**src/rtl/adc_scan_pkg.sv**
```systemverilog
package adc_scan_pkg;
  // clocks per prescaled tick for a divider code
  function automatic int unsigned div_ratio(input int unsigned log2_max, input int unsigned code);
    return 32'd1 << (log2_max - code);
  endfunction
endpackage

```
**src/rtl/adc_prescaler.sv**
```systemverilog
module adc_prescaler #(
  parameter int DSW          = 2,
  parameter int DIV_LOG2_MAX = 5,
  localparam int PW          = DIV_LOG2_MAX
) (
  input  logic           clk,
  input  logic           rst,
  input  logic           run,
  input  logic           div_wr,
  input  logic [DSW-1:0] div_code,
  output logic [DSW-1:0] div_q,
  output logic           tick
);
  import adc_scan_pkg::*;

  logic [PW-1:0] cnt;
  logic [PW-1:0] lim;

  always_comb lim = PW'(div_ratio(DIV_LOG2_MAX, 32'(div_q)) - 1);
  always_comb tick = run && (cnt == lim);

  always_ff @(posedge clk) begin
    if (rst) begin
      div_q <= '0;
      cnt   <= '0;
    end else begin
      if (div_wr && !run) div_q <= div_code;
      if (!run || tick) cnt <= '0;
      else              cnt <= cnt + 1'b1;
    end
  end
endmodule

```
**src/rtl/adc_conv_timer.sv**
```systemverilog
module adc_conv_timer #(
  parameter int CONV_TICKS = 16,
  localparam int TW        = $clog2(CONV_TICKS + 1)
) (
  input  logic clk,
  input  logic rst,
  input  logic run,
  input  logic tick,
  output logic fin
);
  logic [TW-1:0] cnt;

  always_comb fin = tick && (cnt == TW'(CONV_TICKS - 1));

  always_ff @(posedge clk) begin
    if (rst || !run)  cnt <= '0;
    else if (fin)     cnt <= '0;
    else if (tick)    cnt <= cnt + 1'b1;
  end
endmodule

```
**src/rtl/adc_result_bank.sv**
```systemverilog
module adc_result_bank #(
  parameter int NCH      = 4,
  parameter int RW       = 10,
  localparam int CW      = $clog2(NCH)
) (
  input  logic              clk,
  input  logic              rst,
  input  logic              we,
  input  logic [CW-1:0]     waddr,
  input  logic [RW-1:0]     wdata,
  output logic [NCH*RW-1:0] rdata
);
  logic [RW-1:0] mem [NCH];

  always_ff @(posedge clk) begin
    if (rst) begin
      for (int i = 0; i < NCH; i++) mem[i] <= '0;
    end else if (we) begin
      mem[waddr] <= wdata;
    end
  end

  for (genvar g = 0; g < NCH; g++) begin : g_out
    assign rdata[g*RW +: RW] = mem[g];
  end
endmodule

```
**src/rtl/adc_seq_ctrl.sv**
```systemverilog
module adc_seq_ctrl #(
  parameter int NCH = 4,
  localparam int CW = $clog2(NCH)
) (
  input  logic          clk,
  input  logic          rst,
  input  logic [CW-1:0] sel,
  input  logic          scan,
  input  logic          cont,
  input  logic          trg_en,
  input  logic          start_set,
  input  logic          start_clr,
  input  logic          trig,
  input  logic          flag_clr,
  input  logic          conv_fin,
  output logic          start_q,
  output logic [CW-1:0] ch_q,
  output logic          conv_start_q,
  output logic          conv_done_q,
  output logic          end_q,
  output logic          wr_en
);
  logic          last_scan;
  logic [CW-1:0] last_q;
  logic          scan_q;
  logic          cont_q;
  logic          start_evt;

  always_comb begin
    start_evt = !start_q && !start_clr && (start_set || (trg_en && trig));
    wr_en     = start_q && conv_fin && !start_clr;
    last_scan = !scan_q || (ch_q == last_q);
  end

  always_ff @(posedge clk) begin
    if (rst) begin
      start_q      <= 1'b0;
      ch_q         <= '0;
      last_q       <= '0;
      scan_q       <= 1'b0;
      cont_q       <= 1'b0;
      conv_start_q <= 1'b0;
      conv_done_q  <= 1'b0;
      end_q        <= 1'b0;
    end else begin
      conv_start_q <= 1'b0;
      conv_done_q  <= 1'b0;
      if (flag_clr) end_q <= 1'b0;
      if (start_q && start_clr) begin
        start_q <= 1'b0;
      end else if (start_evt) begin
        start_q      <= 1'b1;
        last_q       <= sel;
        scan_q       <= scan;
        cont_q       <= cont;
        ch_q         <= scan ? '0 : sel;
        conv_start_q <= 1'b1;
      end else if (wr_en) begin
        conv_done_q <= 1'b1;
        if (!last_scan) begin
          ch_q         <= ch_q + 1'b1;
          conv_start_q <= 1'b1;
        end else if (scan_q && cont_q) begin
          ch_q         <= '0;
          conv_start_q <= 1'b1;
        end else begin
          start_q <= 1'b0;
          end_q   <= 1'b1;
        end
      end
    end
  end
endmodule

```
**src/rtl/adc_scan_seq.sv**
```systemverilog
module adc_scan_seq #(
  parameter int NCH          = 4,
  parameter int RW           = 10,
  parameter int CONV_TICKS   = 16,
  parameter int DSW          = 2,
  parameter int DIV_LOG2_MAX = 5,
  localparam int CW          = $clog2(NCH)
) (
  input  logic              clk,
  input  logic              rst,
  input  logic [CW-1:0]     cfg_sel,
  input  logic              cfg_scan,
  input  logic              cfg_cont,
  input  logic              cfg_trg_en,
  input  logic              cfg_div_wr,
  input  logic [DSW-1:0]    cfg_div,
  input  logic              sw_start_set,
  input  logic              sw_start_clr,
  input  logic              ext_trig,
  input  logic              end_clr,
  input  logic [RW-1:0]     adc_data,
  output logic              busy,
  output logic [CW-1:0]     mux_ch,
  output logic              conv_clk_en,
  output logic              conv_start,
  output logic              conv_done,
  output logic              end_flag,
  output logic [DSW-1:0]    div_sel,
  output logic [NCH*RW-1:0] res_bus
);
  logic tick;
  logic fin;
  logic wr_en;

  adc_prescaler #(.DSW(DSW), .DIV_LOG2_MAX(DIV_LOG2_MAX)) u_pre (
    .clk(clk), .rst(rst), .run(busy), .div_wr(cfg_div_wr),
    .div_code(cfg_div), .div_q(div_sel), .tick(tick)
  );

  adc_conv_timer #(.CONV_TICKS(CONV_TICKS)) u_tmr (
    .clk(clk), .rst(rst), .run(busy), .tick(tick), .fin(fin)
  );

  adc_seq_ctrl #(.NCH(NCH)) u_ctl (
    .clk(clk), .rst(rst), .sel(cfg_sel), .scan(cfg_scan), .cont(cfg_cont),
    .trg_en(cfg_trg_en), .start_set(sw_start_set), .start_clr(sw_start_clr),
    .trig(ext_trig), .flag_clr(end_clr), .conv_fin(fin),
    .start_q(busy), .ch_q(mux_ch), .conv_start_q(conv_start),
    .conv_done_q(conv_done), .end_q(end_flag), .wr_en(wr_en)
  );

  adc_result_bank #(.NCH(NCH), .RW(RW)) u_res (
    .clk(clk), .rst(rst), .we(wr_en), .waddr(mux_ch),
    .wdata(adc_data), .rdata(res_bus)
  );

  assign conv_clk_en = tick;
endmodule

```
**config.mk**
```make
export PLATFORM = sky130hd
export DESIGN_NAME = adc_scan_seq
export DESIGN_NICKNAME = d
export VERILOG_FILES = /design/src/rtl/adc_scan_pkg.sv /design/src/rtl/adc_prescaler.sv /design/src/rtl/adc_conv_timer.sv /design/src/rtl/adc_result_bank.sv /design/src/rtl/adc_seq_ctrl.sv /design/src/rtl/adc_scan_seq.sv
export SDC_FILE = /design/constraint.sdc
export NUM_CORES = 1
export LEC_CHECK = 0
export ABC_AREA = 1
export BUFFER_PORTS_ARGS = -buffer_cell sky130_fd_sc_hd__buf_2
export CAP_MARGIN = 20
export CORE_MARGIN = 1
export CORE_UTILIZATION = 55
export DETAILED_ROUTE_END_ITERATION = 6
export HOLD_SLACK_MARGIN = 0.08
export PLACE_DENSITY = 0.84
export SLEW_MARGIN = 30
export SYNTH_ARGS = -nofsm -noshare
export SYNTH_HDL_FRONTEND = slang
export SYNTH_HIERARCHICAL = 1
export SYNTH_SLANG_ARGS = --single-unit
```
**constraint.sdc**
```tcl
create_clock -name clk -period 4.89 [get_ports clk]
set_input_delay 0.978 -clock clk [delete_from_list [all_inputs] [get_ports clk]]
set_output_delay 0.978 -clock clk [all_outputs]
set_load 0.01 [all_outputs]
```
==> metrics.txt <==
P_leak 1.40 nW; status complete, no violations; final worst clock skew 6.10 ps; Cell variety after synth 26; largest family of logic cells by synthesized area simple AND/OR/NAND/NOR gates; Post-synth ARST share 0%; CTS Sinks 62; delay-heaviest family, CP simple AND/OR/NAND/NOR gates; syn_nets 282; Pwr per Cell Area 362 mW/mm^2; Post-DP Area 0.00294 sq mm; commonest non-fill, non-tap cell in the layout buf_2; Seq cells post-synth 62; post-cts resize count 0; # IOs 73; CP arrival 3080 ps; port bufs 72; synthesized area per cell 10.0 sq um; Switch Pwr 0.000247 W; num rows 24; Max Slew Vio Count 0; DR DRC count 0; dominant synthesized flop cell edfxtp_1; min cycle time layout 3100 ps; CTS root buf clkbuf_8; post-synthesis adder-cell area fraction 1.47%; area share of and/or/nand/nor cells after synthesis 21.4%; Global Route met3 Usage 7.50%; number of global-route vias before repair 1,898; post-synthesis compound-gate area fraction 4.06%; # Post-CTS Setup Buffers 0; Final Hold Viols 0; final worst-path cycle share 63.5%; Die Area 0.00492 sq mm; register share of total power 51.7%; number of synthesized flops with an enable pin 40; met2 Use GR 39.5%; GRT Max-Usage Layer met2; Ys Warns 6; drt total wl 5110 um; most used cell, CP inv_1; total negative slack 0 ps; Post-CTS Hold Buffers 0; first-pass GRT wire length 8480 um; gr usage total 23.0%; CTS tree yes; post-DP HPWL 3750 um; layout cells sized above 1 29.0%; Gate power share 7.7%; pin count of the biggest net entering global routing 21; First-pass DRT Iterations 4; DRT antenna net count 0; worst skew pair latency 330 ps; Layout Utilization 71.3%; final setup vio count 0; Setup CP Type reg -> reg; CP bufs+invs 3; slowest stage delay, CP 470 ps; Worst Hold Class reg -> reg; most frequent cells in the layout buf_2 (72), nor2_1 (49), nand2_1 (43); nets 360; Clk network pwr share 40.7%; GR Util met1 26.5%; total of max-cap violations 0; Die W 70.2 um; Initial Util 57.9%; crit start category flip-flop; total power 0.00114 W; WHS 445 ps; XOR/XNOR Fraction of Synth Area 2.06%; Remaining Overflow, GRT 0; fraction of the yosys area taken by sequential cells 64.2%; Max transition margin 57.0%; initial antenna violation count 0; clock transition at the registers of the reported paths 60 ps; Max Freq 322 MHz; Sw Share 21.6%; RSZ-0062 raised after global routing false; Slowest-stage cell, CP nand2_1; Pint 0.000893 W; crit-path max FO 11; clock buffer count from CTS 9; antenna cells 0; worst-path cell chain ha_1, o21ai_0, nor2_1, nand3_2, nor2_1, nand2_1, inv_1, nand3_1, inv_1, inv_1, nor2_2, nand3_1, nand2_1; Peak VDD IR 0.253 mV; core box area 0.00441 sq mm; RePlAce Congestion 0.842; Max Buffers Root-to-Sink 2; CP Capture Type flip-flop; Synth Instances 255; number of vias per cell 5.07; Worst Tran Pin Value 643 ps; Starting DRT DRC Count 180; Worst EP required 4870 ps; area grow syn2layout 23.2%; drt wl/cell 13.1 um; fill count 331; design area 0.00315 sq mm; die height 70.2 um; Vias 1,976; area of the multi-input gates 742 sq um; mux share of post-synthesis cell area 0%; Post-Syn Area 0.00256 sq mm; sequential cell area 0.00164 sq mm; CTS HTree Levels 3
cells by family (layout without fill, tap and decap cells):
family,count (synthesis),in the layout
compound gates,19,19
buf+inv,40,123
flops,62,62
xor+xnor,6,6
simple gates,125,125
fa+ha+maj,3,3
worst register-to-register path, cell delays in order (launching register included):
cell and delay, ps:
dfxtp_1 350, ha_1 210, o21ai_0 110, nor2_1 130, nand3_2 90, nor2_1 350
nand2_1 150, inv_1 80, nand3_1 90, inv_1 190, inv_1 100, nor2_2 110
nand3_1 320, nand2_1 480
cell usage after synthesis (all sizes together) (2+ instances only):
| cell type | instances | area [sq um] |
|---|---|---|
| nor2 | 51 | 196 |
| nand2 | 45 | 174 |
| edfxtp | 40 | 1200 |
| inv | 34 | 128 |
| dfxtp | 22 | 440 |
| nand3 | 16 | 108 |
| a21oi | 12 | 63.8 |
| nor3 | 10 | 50.1 |
| buf | 6 | 45.0 |
| o21ai | 5 | 25.0 |
| xor2 | 4 | 35.0 |
| ha | 3 | 37.5 |
| xnor2 | 2 | 17.5 |
final cells by class:
type | count | area share, %
sequential | 62 | 52.1
multi-input combinational | 153 | 23.6
clock inverter | 5 | 2.34
tap | 52 | 2.07
inverter | 34 | 4.05
clock buffer | 11 | 4.17
timing repair buffer | 73 | 11.7
state kept, by name, indices dropped and copies added, names as in the netlist, 2 cells and up:
name,flops
u_ctl/ch_q,2
u_ctl/last_q,2
u_pre/cnt,5
u_pre/div_q,2
u_res/mem,40
u_tmr/cnt,5
routing by layer:
layer / up-vias / wire [um]
met4: 0 / 50
met5: - / 0
met2: 88 / 2540
li1: 980 / -
met1: 904 / 2190
met3: 4 / 333
stage by stage:
step                      setup slack (ps)  std cells
after floorplan                       2000        255
after global placement                2090        374
after detailed placement              1840        374
after CTS                             1810        390
after global routing                  1490        390
final                                 1790        390
path summary, 6_finish.rpt:
check / from / end / slack, ps / cells after the start
setup / recovery: u_pre/cnt[0]$_SDFF_PP0_ / u_res/mem[1][8]$_SDFFCE_PN0P_ / 1790 / 13
hold reg to reg: u_pre/cnt[0]$_SDFF_PP0_ / u_pre/cnt[0]$_SDFF_PP0_ / 440 / 1
hold / removal: u_pre/cnt[0]$_SDFF_PP0_ / u_pre/cnt[0]$_SDFF_PP0_ / 440 / 1
setup reg to reg: u_pre/cnt[0]$_SDFF_PP0_ / u_res/mem[1][8]$_SDFFCE_PN0P_ / 1790 / 13
power groups by stage:
stage / combinational, W / clock, W / sequential, W
2_1_floorplan: 0.0000367 / 0 / 0.000610
3_3_place_gp: 0.0000841 / 0 / 0.000599
3_5_place_dp: 0.0000870 / 0 / 0.000601
4_1_cts: 0.0000875 / 0.000476 / 0.000590
5_1_grt: 0.0000965 / 0.000505 / 0.000591
6_report: 0.0000873 / 0.000463 / 0.000589
Note: power is estimated with default switching activity, not from simulation.
